[src/rtl/trng_pkg.sv]
package trng_pkg;

   // register index taken from bus_addr[4:2]
   localparam logic [2:0] IDX_CTRL   = 3'd0;
   localparam logic [2:0] IDX_STAT   = 3'd1;
   localparam logic [2:0] IDX_DATA   = 3'd2;
   localparam logic [2:0] IDX_NOISE  = 3'd3;
   localparam logic [2:0] IDX_HEALTH = 3'd4;

   // control bits
   localparam int CR_EN     = 2;
   localparam int CR_CLKCHK = 5;
   localparam int CR_DIV_LO = 16;
   localparam int CR_RST    = 30;
   localparam int CR_LOCK   = 31;
   localparam logic [31:0] CFG_MASK = 32'h03FF_FF20;

   // status bits
   localparam int SR_RDY     = 0;
   localparam int SR_CLK_NOW = 1;
   localparam int SR_SEED_NOW = 2;
   localparam int SR_CLK_FLG = 5;
   localparam int SR_SEED_FLG = 6;

   // noise-source control
   localparam int NOISE_W = 18;
   localparam int NOISE_INT_SRC = 17;

endpackage

[src/rtl/trng_source.sv]
module trng_source #(
   parameter bit HAS_LFSR = 1'b1
) (
   input  logic clk,
   input  logic rst_n,
   input  logic use_int,
   input  logic ext_bit,
   input  logic ext_valid,
   input  logic step,
   output logic bit_o,
   output logic valid_o
);
   localparam int LW = 32;
   localparam logic [LW-1:0] TAPS = 32'h8020_0003;
   localparam logic [LW-1:0] SEED = 32'h1ACE_5EED;

   generate
      if (HAS_LFSR) begin : g_lfsr
         logic [LW-1:0] state;
         always_ff @(posedge clk or negedge rst_n) begin
            if (!rst_n) begin
               state <= SEED;
            end else if (use_int && step) begin
               state <= {1'b0, state[LW-1:1]} ^ (state[0] ? TAPS : '0);
            end
         end
         assign bit_o   = use_int ? state[0] : ext_bit;
         assign valid_o = use_int | ext_valid;
      end else begin : g_ext
         logic unused_src;
         assign unused_src = use_int ^ step ^ clk ^ rst_n;
         assign bit_o   = ext_bit;
         assign valid_o = ext_valid;
      end
   endgenerate
endmodule

[src/rtl/trng_gather.sv]
module trng_gather #(
   parameter int W     = 32,
   parameter int DIV_W = 4
) (
   input  logic             clk,
   input  logic             rst_n,
   input  logic             run,
   input  logic             flush,
   input  logic [DIV_W-1:0] div,
   input  logic             in_bit,
   input  logic             in_valid,
   input  logic             take,
   output logic [W-1:0]     word,
   output logic             ready,
   output logic             step
);
   localparam int DC_W = (1 << DIV_W) - 1;
   localparam int BW   = $clog2(W);
   localparam logic [BW-1:0] LAST = BW'(W - 1);

   logic [DC_W-1:0] divcnt;
   logic [DC_W-1:0] mask;
   logic [W-1:0]    shreg;
   logic [W-1:0]    word_q;
   logic [BW-1:0]   bitcnt;
   logic            ready_q;
   logic            tick;
   logic            full;
   logic            sample;

   assign mask   = ~({DC_W{1'b1}} << div);
   assign tick   = run && ((divcnt & mask) == mask);
   assign full   = (bitcnt == LAST);
   assign sample = tick && in_valid && !(ready_q && full);

   always_ff @(posedge clk or negedge rst_n) begin
      if (!rst_n) begin
         divcnt  <= '0;
         shreg   <= '0;
         word_q  <= '0;
         bitcnt  <= '0;
         ready_q <= 1'b0;
      end else if (flush) begin
         divcnt  <= '0;
         shreg   <= '0;
         word_q  <= '0;
         bitcnt  <= '0;
         ready_q <= 1'b0;
      end else begin
         if (run) divcnt <= divcnt + 1'b1;
         if (take) ready_q <= 1'b0;
         if (sample) begin
            if (full) begin
               word_q  <= {shreg[W-2:0], in_bit};
               ready_q <= 1'b1;
               bitcnt  <= '0;
            end else begin
               shreg  <= {shreg[W-2:0], in_bit};
               bitcnt <= bitcnt + 1'b1;
            end
         end
      end
   end

   assign word  = word_q;
   assign ready = ready_q;
   assign step  = sample;
endmodule

[src/rtl/trng_recover.sv]
module trng_recover #(
   parameter bit AUTO_RESET  = 1'b0,
   parameter int RST_CYCLES  = 8,
   parameter int AUTO_CYCLES = 6
) (
   input  logic clk,
   input  logic rst_n,
   input  logic enabled,
   input  logic fault,
   input  logic rst_set,
   input  logic rst_release,
   output logic rst_rd,
   output logic cur_seed,
   output logic seed_evt,
   output logic hold,
   output logic flush
);
   localparam int RB_W = $clog2(RST_CYCLES + 1);
   localparam logic [RB_W-1:0] RB_ONE = RB_W'(1);

   logic            req_q;
   logic [RB_W-1:0] busy_q;
   logic            cur_q;
   logic            rst_done;
   logic            auto_done;

   assign seed_evt = fault && enabled && !cur_q;
   assign rst_done = (busy_q == RB_ONE);

   generate
      if (AUTO_RESET) begin : g_auto
         localparam int AB_W = $clog2(AUTO_CYCLES + 1);
         logic [AB_W-1:0] acnt;
         always_ff @(posedge clk or negedge rst_n) begin
            if (!rst_n) begin
               acnt <= '0;
            end else if (seed_evt) begin
               acnt <= AB_W'(AUTO_CYCLES);
            end else if (acnt != '0) begin
               acnt <= acnt - 1'b1;
            end
         end
         assign auto_done = (acnt == AB_W'(1));
      end else begin : g_cond
         assign auto_done = 1'b0;
      end
   endgenerate

   always_ff @(posedge clk or negedge rst_n) begin
      if (!rst_n) begin
         req_q  <= 1'b0;
         busy_q <= '0;
         cur_q  <= 1'b0;
      end else begin
         if (busy_q != '0) busy_q <= busy_q - 1'b1;
         if (rst_set) begin
            req_q <= 1'b1;
         end else if (rst_release && req_q) begin
            req_q  <= 1'b0;
            busy_q <= RB_W'(RST_CYCLES);
         end
         if (rst_done || auto_done) cur_q <= 1'b0;
         if (seed_evt) cur_q <= 1'b1;
      end
   end

   assign rst_rd   = req_q || (busy_q != '0);
   assign cur_seed = cur_q;
   assign hold     = rst_rd || cur_q;
   assign flush    = hold || seed_evt;
endmodule

[src/rtl/trng_clkmon.sv]
module trng_clkmon #(
   parameter int CNT_W = 16
) (
   input  logic             clk,
   input  logic             rst_n,
   input  logic             active,
   input  logic             strobe,
   input  logic [CNT_W-1:0] limit,
   output logic             err,
   output logic             err_evt
);
   logic [CNT_W-1:0] gap_q;
   logic             err_q;
   logic             late;

   assign late    = (gap_q >= limit);
   assign err_evt = active && !strobe && late;

   always_ff @(posedge clk or negedge rst_n) begin
      if (!rst_n) begin
         gap_q <= '0;
         err_q <= 1'b0;
      end else if (!active || strobe) begin
         gap_q <= '0;
         err_q <= 1'b0;
      end else if (late) begin
         err_q <= 1'b1;
      end else begin
         gap_q <= gap_q + 1'b1;
      end
   end

   assign err = err_q;
endmodule

[src/rtl/trng_ctrl.sv]
module trng_ctrl
   import trng_pkg::*;
#(
   parameter int          ADDR_W      = 5,
   parameter int          DATA_W      = 32,
   parameter int          DIV_W       = 4,
   parameter int          GAP_W       = 16,
   parameter bit          HAS_LFSR    = 1'b1,
   parameter bit          AUTO_RESET  = 1'b0,
   parameter int          RST_CYCLES  = 8,
   parameter int          AUTO_CYCLES = 6,
   parameter logic [31:0] HEALTH_INIT = 32'h0000_0040
) (
   input  logic              clk,
   input  logic              rst_n,
   input  logic              bus_sel,
   input  logic              bus_wr,
   input  logic [ADDR_W-1:0] bus_addr,
   input  logic [DATA_W-1:0] bus_wdata,
   output logic [DATA_W-1:0] bus_rdata,
   input  logic              ent_bit,
   input  logic              ent_valid,
   input  logic              seed_fault
);
   initial begin
      if (DATA_W != 32) $error("trng_ctrl: DATA_W must be 32");
      if (ADDR_W < 5) $error("trng_ctrl: ADDR_W must cover five address bits");
      if (DIV_W + CR_DIV_LO > 20) $error("trng_ctrl: divider field overlaps other fields");
      if (GAP_W > DATA_W) $error("trng_ctrl: GAP_W wider than health register");
      if (RST_CYCLES < 1 || AUTO_CYCLES < 1) $error("trng_ctrl: recovery cycles must be positive");
   end

   logic [2:0]        idx;
   logic              wr_any, rd_any;
   logic              wr_ctrl, wr_stat, wr_noise, wr_health, rd_data;
   logic              ctrl_en;
   logic              lock_q;
   logic [DATA_W-1:0] cfg_q;
   logic [NOISE_W-1:0] noise_q;
   logic [DATA_W-1:0] health_q;
   logic              flag_seed, flag_clk;
   logic [DATA_W-1:0] rdata_q;
   logic [DATA_W-1:0] rd_mux;
   logic [DATA_W-1:0] ctrl_view, stat_view;

   logic              rst_set, rst_release, rst_rd;
   logic              cur_seed, seed_evt, hold, flush;
   logic              src_bit, src_valid, step;
   logic [DATA_W-1:0] word;
   logic              ready;
   logic              clk_err, clk_evt;
   logic              unused_addr;

   assign unused_addr = ^bus_addr[1:0];
   assign idx       = bus_addr[4:2];
   assign wr_any    = bus_sel && bus_wr;
   assign rd_any    = bus_sel && !bus_wr;
   assign wr_ctrl   = wr_any && (idx == IDX_CTRL);
   assign wr_stat   = wr_any && (idx == IDX_STAT);
   assign wr_noise  = wr_any && (idx == IDX_NOISE);
   assign wr_health = wr_any && (idx == IDX_HEALTH);
   assign rd_data   = rd_any && (idx == IDX_DATA);

   assign rst_set     = wr_ctrl && bus_wdata[CR_RST];
   assign rst_release = wr_ctrl && !bus_wdata[CR_RST];

   // control, configuration and lock
   always_ff @(posedge clk or negedge rst_n) begin
      if (!rst_n) begin
         ctrl_en <= 1'b0;
         lock_q  <= 1'b0;
         cfg_q   <= '0;
      end else if (wr_ctrl) begin
         ctrl_en <= bus_wdata[CR_EN];
         if (bus_wdata[CR_LOCK]) lock_q <= 1'b1;
         if (bus_wdata[CR_RST] && !lock_q) cfg_q <= bus_wdata & CFG_MASK;
      end
   end

   // auxiliary registers
   always_ff @(posedge clk or negedge rst_n) begin
      if (!rst_n) begin
         noise_q  <= '0;
         health_q <= HEALTH_INIT;
      end else begin
         if (wr_noise)  noise_q  <= bus_wdata[NOISE_W-1:0];
         if (wr_health) health_q <= bus_wdata;
      end
   end

   // sticky flags: set by events, cleared by a written zero
   always_ff @(posedge clk or negedge rst_n) begin
      if (!rst_n) begin
         flag_seed <= 1'b0;
         flag_clk  <= 1'b0;
      end else begin
         flag_seed <= (flag_seed && !(wr_stat && !bus_wdata[SR_SEED_FLG])) || seed_evt;
         flag_clk  <= (flag_clk  && !(wr_stat && !bus_wdata[SR_CLK_FLG]))  || clk_evt;
      end
   end

   trng_recover #(
      .AUTO_RESET (AUTO_RESET),
      .RST_CYCLES (RST_CYCLES),
      .AUTO_CYCLES(AUTO_CYCLES)
   ) u_recover (
      .clk        (clk),
      .rst_n      (rst_n),
      .enabled    (ctrl_en),
      .fault      (seed_fault),
      .rst_set    (rst_set),
      .rst_release(rst_release),
      .rst_rd     (rst_rd),
      .cur_seed   (cur_seed),
      .seed_evt   (seed_evt),
      .hold       (hold),
      .flush      (flush)
   );

   trng_source #(
      .HAS_LFSR(HAS_LFSR)
   ) u_source (
      .clk      (clk),
      .rst_n    (rst_n),
      .use_int  (noise_q[NOISE_INT_SRC]),
      .ext_bit  (ent_bit),
      .ext_valid(ent_valid),
      .step     (step),
      .bit_o    (src_bit),
      .valid_o  (src_valid)
   );

   trng_gather #(
      .W    (DATA_W),
      .DIV_W(DIV_W)
   ) u_gather (
      .clk     (clk),
      .rst_n   (rst_n),
      .run     (ctrl_en && !hold),
      .flush   (flush),
      .div     (cfg_q[CR_DIV_LO +: DIV_W]),
      .in_bit  (src_bit),
      .in_valid(src_valid),
      .take    (rd_data),
      .word    (word),
      .ready   (ready),
      .step    (step)
   );

   trng_clkmon #(
      .CNT_W(GAP_W)
   ) u_clkmon (
      .clk    (clk),
      .rst_n  (rst_n),
      .active (ctrl_en && cfg_q[CR_CLKCHK]),
      .strobe (src_valid),
      .limit  (health_q[GAP_W-1:0]),
      .err    (clk_err),
      .err_evt(clk_evt)
   );

   always_comb begin
      ctrl_view = cfg_q;
      ctrl_view[CR_EN]   = ctrl_en;
      ctrl_view[CR_RST]  = rst_rd;
      ctrl_view[CR_LOCK] = lock_q;
      stat_view = '0;
      stat_view[SR_RDY]      = ready;
      stat_view[SR_CLK_NOW]  = clk_err;
      stat_view[SR_SEED_NOW] = cur_seed;
      stat_view[SR_CLK_FLG]  = flag_clk;
      stat_view[SR_SEED_FLG] = flag_seed;
   end

   always_comb begin
      case (idx)
         IDX_CTRL:   rd_mux = ctrl_view;
         IDX_STAT:   rd_mux = stat_view;
         IDX_DATA:   rd_mux = cur_seed ? '0 : word;
         IDX_NOISE:  rd_mux = DATA_W'(noise_q);
         IDX_HEALTH: rd_mux = health_q;
         default:    rd_mux = '0;
      endcase
   end

   always_ff @(posedge clk or negedge rst_n) begin
      if (!rst_n) begin
         rdata_q <= '0;
      end else if (rd_any) begin
         rdata_q <= rd_mux;
      end
   end

   assign bus_rdata = rdata_q;
endmodule

[config.mk]
export PLATFORM = sky130hd
export DESIGN_NAME = trng_ctrl
export DESIGN_NICKNAME = d
export VERILOG_FILES = /design/src/rtl/trng_pkg.sv /design/src/rtl/trng_source.sv /design/src/rtl/trng_gather.sv /design/src/rtl/trng_recover.sv /design/src/rtl/trng_clkmon.sv /design/src/rtl/trng_ctrl.sv
export SDC_FILE = /design/constraint.sdc
export NUM_CORES = 1
export LEC_CHECK = 0
export ABC_CLOCK_PERIOD_IN_PS = 4860
export BUFFER_PORTS_ARGS = -buffer_cell sky130_fd_sc_hd__clkbuf_2
export CAP_MARGIN = 20
export CORE_UTILIZATION = 50
export CTS_BUF_LIST = sky130_fd_sc_hd__clkbuf_8
export CTS_CLUSTER_DIAMETER = 40
export DETAILED_ROUTE_END_ITERATION = 8
export PLACE_DENSITY = 0.68
export SYNTH_ARGS = -nofsm -noshare
export SYNTH_HDL_FRONTEND = slang
export SYNTH_SLANG_ARGS = --single-unit
[constraint.sdc]
create_clock -name clk -period 4.86 [get_ports clk]
set_input_delay 0.486 -clock clk [delete_from_list [all_inputs] [get_ports clk]]
set_output_delay 0.486 -clock clk [all_outputs]
set_load 0.02 [all_outputs]
Word level (Yosys, flattened, before mapping)
Index checks and enable logic that the tools add are counted.
{ "classes": {"muxes": 30, "reduce_logical": 56, "add_sub_neg": 4, "n_eq_ne": 9, "bitwise": 4, "order_cmp": 1, "shifts": 1} }
{ "ops": {"columns": ["op", "count"], "rows": [
  ["32-bit 2-to-1 mux", 5],
  ["32-bit one-hot mux with 5 select lines", 1],
  ["31-bit 2-to-1 mux", 3],
  ["16-bit 2-to-1 mux", 2],
  ["31-bit by 32-bit XOR with 32-bit output", 1],
  ["15-bit 2-to-1 mux", 2],
  ["1-bit logical AND", 26],
  ["16-bit by 1-bit adder with 16-bit output (second input constant)", 1],
  ["16-bit >= comparator", 1],
  ["15-bit by 1-bit adder with 15-bit output (second input constant)", 1],
  ["15-bit bitwise AND", 1],
  ["15-bit == test", 1],
  ["5-bit 2-to-1 mux", 3],
  ["15-bit NOT", 1],
  ["15-bit by 4-bit left shift with 15-bit output (first input constant)", 1],
  ["1-bit zero test", 12],
  ["4-bit 2-to-1 mux", 3],
  ["2-bit nonzero test", 6],
  ["1-bit 2-to-1 mux", 11],
  ["2-bit AND reduction", 4],
  ["3-bit by 2-bit == test with 1-bit output (second input constant)", 2],
  ["1-bit logical OR", 6],
  ["5-bit by 1-bit adder with 5-bit output (second input constant)", 1],
  ["5-bit == test (second input constant)", 1],
  ["other kinds (8)", 9]
]} }
{ "totals": {"out_inout_bits": 32, "regBits": 244, "wordCells": 124, "inputBits": 44} }

Longest topological paths before layout
Gate-level depths: netlist (run 1).
{ "depth": {"depth_word": 10, "ltp_mapped": 10, "depth_no_buf": 8} }

Modules after synthesis
From an unflattened synthesis (run 1), not the netlist that was laid out.
{ "hier_totals": {"hier_cells": 970, "area_unflattened_um2": 11902.7} }
{ "modules_own_cells": {"columns": ["module", "instances", "seq_area_each_um2", "cells_per_inst", "area_each_um2"], "rows": [
  ["trng_ctrl", 1, 2628.8, 371, 4747.1],
  ["trng_gather", 1, 2102.0, 335, 4062.6],
  ["trng_clkmon", 1, 425.4, 158, 1388.8],
  ["trng_source", 1, 824.5, 73, 1375.1],
  ["trng_recover", 1, 150.1, 33, 329.1]
]} }

Least setup slack after synthesis (run 1)
OpenSTA, ideal clock, no wires.
{ "synth_timing": {"path_kind": "reg-to-reg", "start": "register u_gather.bitcnt[0]", "end": "register u_gather.word_q[0], in the netlist u_gather.word[0]", "required_time_ns": 4.736, "arrival_time_ns": 2.466, "setup_ns": 0.124, "n_path_buf": 2, "synth_period_minus_slack_ns": 2.590, "path_slack_ns": 2.270, "stages_incl_launch_ff": 11, "cell_sequence": "dfrtp_1 ha_1 and3_1 ha_1 a21o_1 a2111oi_4 nand3b_4 or3_1 buf_6 buf_6 mux2i_1"} }
{ "synth_between": {"elab_chain_cells": 6, "elab_cells_between_ends": 7, "classes_between": "eq/ne: 1; reduce/logical: 6"} }
{ "synth_rtl": {"columns": ["element", "line_no", "text"], "rows": [
  ["start, declared", "trng_gather.sv:25", "logic [BW-1:0] bitcnt;"],
  ["start signal, assigned", "trng_gather.sv:59", "bitcnt <= bitcnt + 1'b1;"],
  ["5-bit == test *", "trng_gather.sv:33", "assign full = (bitcnt == LAST);"],
  ["1-bit logical AND", "trng_gather.sv:34", "assign sample = tick && in_valid && !(ready_q && full);"],
  ["1-bit zero test", "trng_gather.sv:34", null],
  ["1-bit logical AND", "trng_gather.sv:34", null],
  ["2-bit nonzero test (no line)", null, null],
  ["2-bit AND reduction (no line) *", null, null],
  ["end signal, assigned", "trng_gather.sv:54", "word_q <= {shreg[W-2:0], in_bit};"],
  ["end, declared", "trng_gather.sv:24", "logic [W-1:0] word_q;"]
]} }
Every way passes the cells marked *; elsewhere a longest branch is shown, timed or not.
A chain may end at the register's enable or synchronous reset.

Worst setup path after layout (run 1)
{ "layout_timing": {"start": "register u_gather.bitcnt[0]", "end": "register u_source.g_lfsr.state[21]"} }
{ "layout_between": {"elab_chain_cells": 5} }
{ "layout_rtl": {"columns": ["element", "line_no", "text"], "rows": [
  ["5-bit == test", "trng_gather.sv:33", null],
  ["1-bit logical AND", "trng_gather.sv:34", null],
  ["1-bit zero test", "trng_gather.sv:34", null],
  ["1-bit logical AND", "trng_gather.sv:34", null],
  ["1-bit logical AND", "trng_source.sv:23", "end else if (use_int && step) begin"],
  ["end signal, assigned", "trng_source.sv:24", "state <= {1'b0, state[LW-1:1]} ^ (state[0] ? TAPS : '0);"],
  ["end, declared", "trng_source.sv:19", "logic [LW-1:0] state;"]
]} }
Every way passes these cells.

==> results.yml, run 1 <==
critical_path:
  crit_arrival_ns: 3.51
  worstSetupEndpoint: "u_source.g_lfsr.state[21]"
  reg2reg_depth: 8
  crit_required_ns: 5.28
  cp_max_fo: 31
  cp-start-kind: "flop"
  rrSetupSlack_ns: 1.78
  r2r_end: "u_source.g_lfsr.state[21]"
  crit_path_start: "u_gather.bitcnt[0]"
  crit_type: "reg -> reg"
  end_kind: "flop"
  r2r_start: "u_gather.bitcnt[0]"
global_route:
  grt_overflow: 0
  grt_max_degree: 116
  grt_pass1_vias: 7530
  antenna_found_initial: 0
  globalRouteTotalUtil_pct: 22.9
  grt_pass1_wl_um: 40300
synth:
  synthArstFlopShare_pct: 100
  ys_types: 63
  synth_cells: 963
  synth_top_area_share_pct: 50.4
  yosys.area_share.simple_pct: 11.2
  synth_compound_area_share_pct: 8.87
  netlist_top_cells_count: "224 x dfrtp_1, 126 x nand2_1, 104 x mux2_2"
  synth.most_common_cell: "dfrtp_1"
  synth_ff_type: "dfrtp_1"
  seq_area_frac_synth_pct: 55.1
  yosys_warnings: 0
  synth_area_leaders: "dfrtp_1 50%, mux2_2 11%, mux2i_1 6.7%"
  synth_xor_area_share_pct: 1.57
  synthAdderAreaFrac_pct: 2.68
  synth.mux.area_fraction_pct: 17.5
  synth_fp_nets: 1030
  synth_edf_count: 0
  synthesis.area_um2: 11100
  yosys_register_bits: 244
  synth_top_family_by_area: "multiplexers"
  syn_area_per_cell_um2: 11.6
  synth_top_area_cell: "dfrtp_1"
placed_design:
  hpwl_um: 16300
  gp_congestion: 0.866
  port_buffers: 73
detailed_routing:
  routed_wl_um: 24800
  route.detailed.drc: 0
  postRouteAntennaNets: 0
  wl_per_cell_um: 18.3
  dr_total_vias: 7585
  drt_first_iter_violations: 483
  drt-vias-per-instance: 5.58
  first_pass_iters: 6
clock_network:
  cts_max_level: 2
  cts_tree: "built"
  cts_sinks: 244
  holdBufCountCts: 0
  clockBufferDepth: 3
  cts_root_buffer: "clkbuf_8"
  cts_buffers: 44
  cts_resized: 0
  cts_setup_buffers: 0
  clk_pin_slew_ns: 0.06
  insertion_delay_ns: 0.55
die:
  die_h_um: 151
  start_util_pct: 51.0
  std_cell_rows: 54
  die_w_um: 151
  die_area_um2: 22900
  io_pins: 76
  core_area_um2: 21800
sta:
  hold-worst-slack_ns: 0.0117
  fin_crit_ns: 3.08
  finalSetupTns_ns: 0
  skew_ns: 0.0167
  timing.final.max_slew_violations: 0
  fmax_mhz: 324
  fin_crit_sh_pct: 63.4
  rsz0062_at_grt: "no"
  slew_headroom_pct: 29.2
  tightest_slew_ns: 1.06
  finalSetupViolations: 0
  hold_viol_final: 0
final_layout:
  antennaDiodeCount: 0
  fill_cells: 1840
  finalCoreUtilization_pct: 57.9
  drive_gt1_share_pct: 27.1
  syn2layout_area_growth_pct: 13.6
  layout.nets: 1112
pwr:
  ir_drop_mv: 0.376
  p_leak_nw: 5.84
  power_density_nw_per_um2: 392
hold_path:
  holdCritPathClass: "in -> async"
status:
  outcome: "complete, no violations"
run:
  drv_cap: 0
## registers in the layout (all words and copies together) (netlist names)
register,flops
u_gather.shreg,31
u_clkmon.err,1
u_gather.divcnt,15
bus_rdata,32
ctrl_en,1
u_source.g_lfsr.state,32
u_clkmon.gap_q,16
flag_clk,1
noise_q,18
u_gather.bitcnt,5
u_gather.word,32
u_recover.req_q,1
cfg_q,19
u_recover.busy_q,4
health_q,32
u_gather.ready,1
u_recover.cur_seed,1
flag_seed,1
lock_q,1
## cell type report
class / instances / area (um2) / area share (%)
timing repair buffer: 86 / 473 / 3.74
clock inverter: 26 / 179 / 1.42
multi-input combinational: 645 / 4680 / 37.0
clock buffer: 54 / 743 / 5.88
inverter: 24 / 90.1 / 0.713
sequential: 244 / 6130 / 48.5
tap: 280 / 350 / 2.77
## cells in the final DEF (no fill, tap or decap), types with 5 or more instances in the layout
cell type / Yosys / layout
a21oi_1: 32 / 32
a221oi_1: 11 / 11
a222oi_1: 6 / 6
a22oi_1: 17 / 17
buf_4: 3 / 13
clkbuf_2: 0 / 72
clkbuf_8: 0 / 54
clkinv_2: 0 / 5
dfrtp_1: 224 / 224
dfstp_2: 20 / 20
ha_1: 23 / 23
inv_1: 23 / 38
mux2_2: 104 / 104
mux2i_1: 74 / 74
nand2_1: 126 / 126
nand2b_1: 10 / 10
nand3_1: 19 / 19
nand4_1: 8 / 8
nor2_1: 63 / 62
o21ai_0: 54 / 54
o31ai_1: 5 / 5
or3_1: 7 / 7
or4_1: 5 / 5
xnor2_1: 8 / 8
xor2_1: 12 / 12
## kinds of logic (layout without fill, tap and decap cells)
family | count (synthesis) | in the layout
adders and majority gates | 24 | 24
DFF | 244 | 244
xor gates and xnor gates | 20 | 20
buffers and inverters | 74 | 190
muxes | 181 | 181
and+or+nand+nor | 268 | 268
AOI/OAI and AO/OA | 152 | 152
## worst min path at each step
stage	depth (start not counted)	to	slack, ns
2_1_floorplan	0	bus_rdata[0]	0.19
3_3_place_gp	1	lock_q	0.46
3_5_place_dp	1	lock_q	0.47
4_1_cts	1	u_gather.bitcnt[0]	0.04
5_1_grt	1	health_q[22]	0.06
6_report	1	health_q[22]	0.01
## through the flow
| stage | instance area, um2 | instances | power (W) | worst slack (ns) |
|---|---|---|---|---|
| final | 12600 | 1359 | 0.00495 | 1.78 |
| after CTS | 12600 | 1358 | 0.00500 | 1.76 |
| after detailed placement | 11700 | 1278 | 0.00302 | 1.80 |
| after global placement | 11700 | 1278 | 0.00300 | 1.79 |
| after global routing | 12600 | 1359 | 0.00518 | 1.60 |
| after floorplan | 11100 | 963 | 0.00278 | 2.27 |
## worst max-delay path: stages, from the launching register on
cell and delay [ns]:
dfrtp_1 0.41, ha_1 0.23, and3_1 0.19, ha_1 0.25, a21o_1 0.21, a2111oi_4 0.34, and4bb_2 0.41, nand2_2 0.44
mux2_1 0.47
## where the power goes
part	internal [W]	switching (W)	total, W
sequential	0.00222	0.000155	0.00238
clock	0.00112	0.000848	0.00197
combinational	0.000265	0.000343	0.000608
total	0.00360	0.00135	0.00495
## metal layers
metal  vias up  GRT usage [%]  part of all wire (%)
li1       3590              -                     -
met1      3778           33.4                    47
met2       175           34.4                    46
met3        42           4.19                   5.3
met4         0           7.35                   2.1
met5         -              0                     0
(Power assumes the default switching activity.)
==> run 2: changes to the inputs <==
--- a/config.mk
+++ b/config.mk
@@ -5,14 +5,14 @@
 export SDC_FILE = /design/constraint.sdc
 export NUM_CORES = 1
 export LEC_CHECK = 0
-export ABC_CLOCK_PERIOD_IN_PS = 4860
+export ABC_CLOCK_PERIOD_IN_PS = 2600
 export BUFFER_PORTS_ARGS = -buffer_cell sky130_fd_sc_hd__clkbuf_2
 export CAP_MARGIN = 20
 export CORE_UTILIZATION = 50
 export CTS_BUF_LIST = sky130_fd_sc_hd__clkbuf_8
 export CTS_CLUSTER_DIAMETER = 40
 export DETAILED_ROUTE_END_ITERATION = 8
-export PLACE_DENSITY = 0.68
+export PLACE_DENSITY = 0.71
 export SYNTH_ARGS = -nofsm -noshare
 export SYNTH_HDL_FRONTEND = slang
 export SYNTH_SLANG_ARGS = --single-unit
==> constraint.sdc (replaced) <==
create_clock -name clk -period 2.6 [get_ports clk]
set_input_delay 0.26 -clock clk [delete_from_list [all_inputs] [get_ports clk]]
set_output_delay 0.26 -clock clk [all_outputs]
set_load 0.02 [all_outputs]
==> results.yml, run 2 (synthesized netlist as in run 1, its figures left out) <==
detailed_routing:
  first_pass_iters: 7
  wl_per_cell_um: 18.1
  dr_total_vias: 7885
  drt_first_iter_violations: 565
  route.detailed.drc: 0
  postRouteAntennaNets: 0
  routed_wl_um: 25800
  drt-vias-per-instance: 5.53
global_route:
  grt_overflow: 0
  antenna_found_initial: 0
  grt_pass1_vias: 7853
  globalRouteTotalUtil_pct: 23.2
  grt_max_degree: 73
  grt_pass1_wl_um: 41100
clock_network:
  cts_sinks: 244
  clockBufferDepth: 3
  clk_pin_slew_ns: 0.06
  cts_root_buffer: "clkbuf_8"
  cts_buffers: 44
  cts_max_level: 2
  cts_tree: "built"
  insertion_delay_ns: 0.54
placed_design:
  hpwl_um: 16800
  port_buffers: 73
  gp_congestion: 0.865
  place_area_um2: 12100
pwr:
  pwr-share-clk_pct: 36.3
  seqPwrFrac_pct: 49.7
  internal_power_w: 0.00646
  p_comb_share_pct: 14.1
  p_leak_nw: 6.23
  power_density_nw_per_um2: 666
  switching_share_pct: 27.6
  power.switching_w: 0.00246
  power.total_w: 0.00893
  ir_drop_mv: 0.423
sta:
  finalSetupTns_ns: -0.114
  fin_ws_ns: -0.0321
  hold_viol_final: 0
  rsz0062_at_grt: "yes"
  fin_crit_ns: 2.63
  tightest_slew_ns: 0.932
  finalSetupViolations: 9
  fin_crit_sh_pct: 101
  fmax_mhz: 380
  timing.final.max_slew_violations: 0
  hold-worst-slack_ns: 0.0186
  slew_headroom_pct: 37.9
  skew_ns: 0.0137
critical_path:
  crit_type: "reg -> reg"
  cp-start-kind: "flop"
  cp_max_fo: 8
  end_kind: "flop"
  rrSetupSlack_ns: -0.03
  crit_required_ns: 3.05
  reg2reg_depth: 10
  crit_arrival_ns: 3.09
  r2r_start: "u_gather.bitcnt[0]"
  r2r_end: "u_gather.word[14]"
hold_path:
  holdCritPathClass: "in -> reg"
  worstHoldEndpoint: "health_q[6]"
  holdPathStages: 2
  hold_start: "bus_wdata[6]"
die:
  die_area_um2: 22900
  die_h_um: 151
  core_area_um2: 21800
  start_util_pct: 51.0
  io_pins: 76
  die_w_um: 151
  std_cell_rows: 54
status:
  failed_checks: "setup timing"
  outcome: "finished with violations"
run:
  drv_cap: 0
final_layout:
  drive_gt1_share_pct: 29.4
  antennaDiodeCount: 0
  syn2layout_area_growth_pct: 20.4
  stdcell_area_um2: 13400
  finalCoreUtilization_pct: 61.4
  mostFrequentLayoutCell: "dfrtp_1"
  layout.nets: 1185
  mostFrequentLayoutCells: "224 x dfrtp_1, 126 x nand2_1, 104 x mux2_2"
  fill_cells: 1733
-- run 2: cell count changes in the layout (fill, tap and decap cells not counted), moves of 2 or more --
cell           previous run  this run
buf_4                    13        39
dlygate4sd3_1             0        26
buf_12                    0         9
buf_6                     0         6
clkbuf_16                 0         6
inv_1                    38        43
clkbuf_8                 54        50
bufinv_16                 2         0
clkinvlp_4                2         0
ha_1                     23        21
inv_8                     2         0
o21ai_2                   0         2
-- run 2: final cells by class --
class / count / area, um2 / area share, %
Clock buffer: 50 / 688 / 5.14
Sequential cell: 244 / 6130 / 45.8
Clock inverter: 24 / 95.1 / 0.710
Inverter: 24 / 90.1 / 0.672
Multi-Input combinational cell: 645 / 4720 / 35.2
Tap cell: 280 / 350 / 2.61
Timing Repair Buffer: 159 / 1330 / 9.90
-- run 2: worst max-delay path by stage --
stage | from | end | slack (ns) | depth (start not counted)
after CTS | u_clkmon.gap_q[0] | u_clkmon.gap_q[4] | 0.01 | 9
after global routing | u_gather.bitcnt[1] | u_gather.word[6] | -0.13 | 10
after detailed placement | u_clkmon.gap_q[0] | u_clkmon.gap_q[13] | 0.02 | 9
final | u_gather.bitcnt[0] | u_gather.word[14] | -0.03 | 10
after global placement | health_q[6] | u_clkmon.gap_q[13] | 0.04 | 9
after floorplan | u_gather.bitcnt[0] | u_gather.word[0] | 0.01 | 10
-- run 2: stage by stage --
step | worst slack (ns) | cells
after floorplan | 0.0101 | 963
after global placement | 0.0406 | 1314
after detailed placement | 0.0152 | 1314
after CTS | 0.0127 | 1414
after global routing | -0.134 | 1426
final | -0.0321 | 1426
-- run 2: power by group through the flow --
stage / clock [W] / sequential, W / combinational, W
after floorplan: 0 / 0.00444 / 0.000756
after global placement: 0 / 0.00447 / 0.00118
after detailed placement: 0 / 0.00449 / 0.00121
after CTS: 0.00331 / 0.00443 / 0.00126
after global routing: 0.00352 / 0.00447 / 0.00141
final: 0.00324 / 0.00444 / 0.00125
-- run 2: routing by layer --
| metal | global-route usage (%) | vias up | wire (um) |
|---|---|---|---|
| met5 | 0 | - | 0 |
| met4 | 7.60 | 0 | 552 |
| met3 | 4.25 | 42 | 1440 |
| met2 | 35.9 | 183 | 12200 |
| met1 | 32.9 | 3936 | 11700 |
| li1 | - | 3724 | - |
-- run 2: worst max-delay path, cell delays in order, from the launching register on --
cell       delay (ns)
dfrtp_1          0.39
ha_2             0.19
and3_4           0.19
ha_4             0.16
a21o_1           0.20
a2111oi_4        0.41
nand3b_4         0.13
buf_6            0.14
nor3_4           0.32
clkbuf_16        0.24
mux2i_1          0.19
-- run 2: repair_timing --
action                                  4_1_cts  5_1_grt
gates cloned                                  0        8
hold buffers                                 26        0
buffers inserted                              0        4
pin swaps                                     0        9
endpoints found under the setup margin        3      110
hold endpoints to repair                    116        0
resized for setup                             1       16
